[src/rtl/wdog_twostage.sv]
module wdog_twostage #(
  parameter int          CW  = 32,
  parameter int          AW  = 3,
  parameter logic [CW-1:0] KEY = 32'h1ACC_E551
) (
  input  logic          clk,
  input  logic          rst_n,
  input  logic          bus_sel,
  input  logic          bus_wr,
  input  logic [AW-1:0] bus_addr,
  input  logic [CW-1:0] bus_wdata,
  output logic [CW-1:0] bus_rdata,
  output logic          irq_o,
  output logic          sys_rst_o
);
  localparam logic [AW-1:0] A_LOAD = 3'd0, A_CNT = 3'd1, A_CTRL = 3'd2,
                            A_CLR = 3'd3, A_RAW = 3'd4, A_MSK = 3'd5, A_LOCK = 3'd6;
  localparam logic [CW-1:0] ONES = {CW{1'b1}};

  logic [CW-1:0] cnt_q, load_q;
  logic en_q, rst_en_q, pend_q, locked_q, sysrst_q;

  wire wr      = bus_sel & bus_wr;
  wire wr_load = wr & (bus_addr == A_LOAD) & ~locked_q;
  wire wr_ctrl = wr & (bus_addr == A_CTRL) & ~locked_q;
  wire wr_clr  = wr & (bus_addr == A_CLR);
  wire wr_lock = wr & (bus_addr == A_LOCK);
  wire zero    = en_q & (cnt_q == '0);

  always_ff @(posedge clk) begin
    if (!rst_n) begin
      cnt_q    <= ONES;
      load_q   <= ONES;
      en_q     <= 1'b0;
      rst_en_q <= 1'b0;
      pend_q   <= 1'b0;
      locked_q <= 1'b0;
      sysrst_q <= 1'b0;
    end else begin
      if (wr_load) load_q <= bus_wdata;
      if (wr_ctrl) begin
        en_q     <= en_q | bus_wdata[0];
        rst_en_q <= bus_wdata[1];
      end
      if (wr_lock) locked_q <= (bus_wdata != KEY);

      if (wr_clr)    pend_q <= 1'b0;
      else if (zero) pend_q <= 1'b1;

      if (zero && pend_q && rst_en_q && !wr_clr) sysrst_q <= 1'b1;

      if (wr_load)                      cnt_q <= bus_wdata;
      else if (wr_ctrl && bus_wdata[0]) cnt_q <= load_q;
      else if (wr_clr || zero)          cnt_q <= load_q;
      else if (en_q)                    cnt_q <= cnt_q - 1'b1;
    end
  end

  always_comb begin
    bus_rdata = '0;
    case (bus_addr)
      A_LOAD:  bus_rdata = load_q;
      A_CNT:   bus_rdata = cnt_q;
      A_CTRL:  bus_rdata[1:0] = {rst_en_q, en_q};
      A_RAW:   bus_rdata[0] = pend_q;
      A_MSK:   bus_rdata[0] = pend_q & en_q;
      A_LOCK:  bus_rdata[0] = locked_q;
      default: bus_rdata = '0;
    endcase
  end

  assign irq_o     = pend_q & en_q;
  assign sys_rst_o = sysrst_q;

  AST_COUNT_STEP: assert property (@(posedge clk) disable iff (!rst_n)
    (en_q && cnt_q != '0 && !wr) |=> (cnt_q == $past(cnt_q) - 1'b1));
  AST_COUNT_HOLD: assert property (@(posedge clk) disable iff (!rst_n)
    (!en_q && !wr) |=> $stable(cnt_q));
  AST_CLEAR_WINS: assert property (@(posedge clk) disable iff (!rst_n)
    wr_clr |=> !pend_q);
  AST_LOCK_LOAD: assert property (@(posedge clk) disable iff (!rst_n)
    (locked_q && wr && bus_addr == A_LOAD) |=> $stable(load_q));
  AST_EN_KEEP: assert property (@(posedge clk) disable iff (!rst_n)
    en_q |=> en_q);
  AST_RST_STICKY: assert property (@(posedge clk) disable iff (!rst_n)
    sysrst_q |=> sysrst_q);
  AST_PEND_NEEDS_EN: assert property (@(posedge clk) disable iff (!rst_n)
    pend_q |-> en_q);
endmodule

[config.mk]
export PLATFORM = sky130hd
export DESIGN_NAME = wdog_twostage
export DESIGN_NICKNAME = d
export VERILOG_FILES = /design/src/rtl/wdog_twostage.sv
export SDC_FILE = /design/constraint.sdc
export NUM_CORES = 1
export LEC_CHECK = 0
export BUFFER_PORTS_ARGS = -buffer_cell sky130_fd_sc_hd__buf_4
export CAP_MARGIN = 15
export CORE_MARGIN = 3
export CORE_UTILIZATION = 55
export DETAILED_ROUTE_END_ITERATION = 6
export GPL_ROUTABILITY_DRIVEN = 0
export PLACE_DENSITY = 0.79
export SYNTH_ARGS = -nofsm -noshare
export SYNTH_HDL_FRONTEND = slang
export SYNTH_SLANG_ARGS = --single-unit
[constraint.sdc]
create_clock -name clk -period 6.5 [get_ports clk]
set_input_delay 0.65 -clock clk [delete_from_list [all_inputs] [get_ports clk]]
set_output_delay 0.65 -clock clk [all_outputs]
set_load 0.01 [all_outputs]
==> results.sh <==
export IMPL_outcome="finished clean"
export IMPL_area_growth_pct=18.8
export IMPL_ys_seq_elements=69
export IMPL_fmax_mhz=298
export IMPL_synth_cell_type_count=65
export IMPL_ant_nets=0
export IMPL_ios=73
export IMPL_synth_top_flop_cell="dfxtp_1"
export IMPL_worst_hold_path_type="register to register"
export IMPL_grt_pass1_vias=4077
export IMPL_pwr_share_seq_pct=45.2
export IMPL_die_area_sq_um=8600
export IMPL_layout_drive_gt1_share_pct=18.8
export IMPL_synth_async_reset_ratio_pct=0
export IMPL_synth_area_sq_um=4140
export IMPL_p_comb_share_pct=13.5
export IMPL_cp_end_kind="register"
export IMPL_drc=0
export IMPL_reg2reg_depth=6
export IMPL_die_x_microns=92.7
export IMPL_fin_worst_skew_ns=0.0137
export IMPL_start_kind="primary input"
export IMPL_cts_tree="done"
export IMPL_arrival_ns=3.59
export IMPL_ctsHoldBuffers=0
export IMPL_clock_path_buffers=2
export IMPL_slew_viol_final=0
export IMPL_cp_startpoint="bus_addr[2]"
export IMPL_h_tree_depth=3
export IMPL_ir_drop_v=0.000139
export IMPL_vias=4482
export IMPL_post_route_worst_setup_slack_ns=3.14
export IMPL_initial_core_util_pct=58.6
export IMPL_post_cts_buffers=0
export IMPL_dpl_worst_slack_ns=2.81
export IMPL_worst_slew_pin_slew_ns=1.12
export IMPL_cts_buffers=9
export IMPL_p_clk_share_pct=41.3
export IMPL_ys_seq_area_share_pct=33.4
export IMPL_cts_root_buf="clkbuf_8"
export IMPL_grt_usage_pct=30.4
export IMPL_viasPerCell=6.57
export IMPL_final_setup_viol_count=0
export IMPL_power_internal_mw=0.731
export IMPL_hold_viol=0
export IMPL_insertion_delay_ns=0.36
export IMPL_wl_per_cell_microns=19.4
export IMPL_min_period_ns=3.36
export IMPL_grt_first_pass_wirelength_microns=20800
export IMPL_core_sq_um=7060
export IMPL_finalWirelength_microns=13200
export IMPL_rows=30
export IMPL_p_per_area_nw_per_um2=200
export IMPL_grt_max_degree=49
export IMPL_cts_resized=0
export IMPL_antenna_cells=0
export IMPL_max_cap_viol_count=0
export IMPL_fillers=588
export IMPL_port_buffer_count=72
export IMPL_rsz0062_at_grt="no"
export IMPL_p_leak_nw=1.96
export IMPL_synth_nets=570
export IMPL_grt_overflow_total=0
export IMPL_power_switching_mw=0.254
export IMPL_clock_sinks=69
export IMPL_worstSetupEndpoint="cnt_q[27]"
export IMPL_dpl_hpwl_microns=8980
export IMPL_switching_share_pct=25.8
export IMPL_synth_cells=530
export IMPL_die_height_microns=92.7
export IMPL_finalCritPeriodShare_pct=51.7
export IMPL_r2r_end="cnt_q[23]"
export IMPL_relSlewSlack_pct=24.5
export IMPL_fin_nets=621
export IMPL_drt_first_pass_iters=5
export IMPL_drt_initial_drc_count=517
export IMPL_r2r_slack_ns=3.38
export IMPL_tns_ns=0
export IMPL_crit_type="primary input to register"
export IMPL_yosysWarnings=0
export IMPL_cp_required_ns=6.73
export IMPL_antenna_found_initial=1
export IMPL_syn_avg_cell_area_sq_um=7.80
export IMPL_cts_clk_slew_worst_paths_ns=0.08
export IMPL_synth_edf_count=0
export IMPL_path_max_fanout=33
export IMPL_timing_rr_start="locked_q"
placed cells by master (no fill, tap or decap), types with 6 or more instances in the layout:
| cell type | Yosys | layout |
|---|---|---|
| xor2_1 | 6 | 6 |
| o22ai_1 | 8 | 8 |
| nor3_1 | 14 | 13 |
| nor4_1 | 9 | 9 |
| a2bb2oi_1 | 8 | 8 |
| a21oi_1 | 28 | 28 |
| o21ai_0 | 31 | 31 |
| buf_4 | 2 | 76 |
| nand4_1 | 9 | 9 |
| inv_1 | 16 | 16 |
| nand3_1 | 22 | 22 |
| clkbuf_8 | 0 | 11 |
| nand2_1 | 60 | 60 |
| dfxtp_1 | 69 | 69 |
| o211ai_1 | 7 | 7 |
| a211oi_1 | 12 | 12 |
| o21ai_1 | 6 | 6 |
| a22o_1 | 38 | 38 |
| nor2_1 | 62 | 62 |
area by class of cell:
type | instances | area (sq um) | share of cell area [%]
repair buffers | 77 | 582 | 11.8
well taps | 96 | 120 | 2.44
clock buffers | 12 | 155 | 3.16
multi-input cells | 408 | 2550 | 51.8
clock inverters | 4 | 70.1 | 1.43
inverters | 16 | 60.1 | 1.22
flip-flops and latches | 69 | 1380 | 28.1
cells by family after synthesis:
family / Yosys count / share of synthesized area [%]
compound gates: 172 / 29.6
xor+xnor: 9 / 1.91
fa+ha+maj: 1 / 0.302
buf+inv: 53 / 5.29
flops: 69 / 33.4
mux: 9 / 2.30
simple gates: 217 / 27.2
metrics by stage:
step | utilization (%) | area, sq um | cells | hold WS (ns) | total power [mW]
6_report | 69.6 | 4910 | 682 | 0.475 | 0.985
5_1_grt | 69.6 | 4910 | 682 | 0.501 | 1.01
4_1_cts | 69.6 | 4910 | 682 | 0.475 | 0.978
3_5_place_dp | 66.5 | 4690 | 666 | 0.462 | 0.585
3_3_place_gp | 66.3 | 4680 | 665 | 0.448 | 0.581
2_1_floorplan | - | 4140 | 530 | 0.435 | 0.521
registers in the layout, summed over array words and instances, names as in the netlist:
| signal | cells |
|---|---|
| load_q | 32 |
| sys_rst_o | 1 |
| en_q | 1 |
| cnt_q | 32 |
| rst_en_q | 1 |
| pend_q | 1 |
| locked_q | 1 |
worst min-delay path by stage:
stage	startpoint	to	slack, ns	depth (start not counted)
after floorplan	load_q[8]	load_q[8]	0.43	2
after global placement	load_q[8]	load_q[8]	0.45	2
after detailed placement	load_q[8]	load_q[8]	0.46	2
after CTS	load_q[8]	load_q[8]	0.47	2
after global routing	load_q[14]	load_q[14]	0.50	1
final	load_q[8]	load_q[8]	0.48	2
power groups by stage:
| stage | Combinational [mW] | Clock [mW] | Sequential (mW) |
|---|---|---|---|
| final | 0.133 | 0.407 | 0.445 |
| after global routing | 0.142 | 0.418 | 0.446 |
| after CTS | 0.131 | 0.403 | 0.444 |
| after detailed placement | 0.130 | 0 | 0.454 |
| after global placement | 0.128 | 0 | 0.454 |
| after floorplan | 0.0745 | 0 | 0.447 |
cells in the mapped netlist, drive strengths merged (2+ instances only):
library cell / count / share of area [%]
and3b: 2 / 0.42
nand4b: 2 / 0.42
nor4bb: 3 / 0.73
xnor2: 3 / 0.64
mux2i: 5 / 1.2
a21oi: 28 / 3.4
mux2: 4 / 1.1
a21o: 5 / 0.91
nor4b: 4 / 1.2
a221oi: 4 / 0.85
xor2: 6 / 1.3
o211ai: 7 / 1.3
and2: 5 / 0.76
inv: 16 / 1.5
a41oi: 3 / 0.82
o22ai: 8 / 1.2
a211oi: 13 / 2.5
o31ai: 2 / 0.36
buf: 13 / 1.7
nor2: 62 / 5.6
nand2: 60 / 5.4
o21a: 2 / 0.36
clkbuf: 24 / 2.2
a22o: 38 / 8.0
nor4: 15 / 3.4
or3: 2 / 0.30
a31oi: 3 / 0.45
a2bb2oi: 8 / 1.7
nor3: 14 / 1.7
nor3b: 3 / 0.67
nor2b: 4 / 0.60
o21ai: 37 / 4.5
nand4: 9 / 1.4
or2: 2 / 0.30
o221a: 5 / 1.4
nand3: 23 / 2.9
dfxtp: 69 / 33
metal layers:
layer	vias to the layer above	GRT usage (%)	wire length (microns)
met3	34	7.96	1480
met4	2	11.1	365
li1	2075	-	-
met1	2083	41.6	5470
met2	288	46.0	5920
met5	-	0	18
worst max-delay path, stage by stage:
cell and delay, ns:
buf_4 0.14, nor3_2 0.18, buf_4 0.40, nand2_1 0.61
buf_4 0.44, o21ai_1 0.31, o21ai_0 0.22, a2111oi_0 0.57
a211oi_2 0.06
Power figures use the tool's default switching activity.
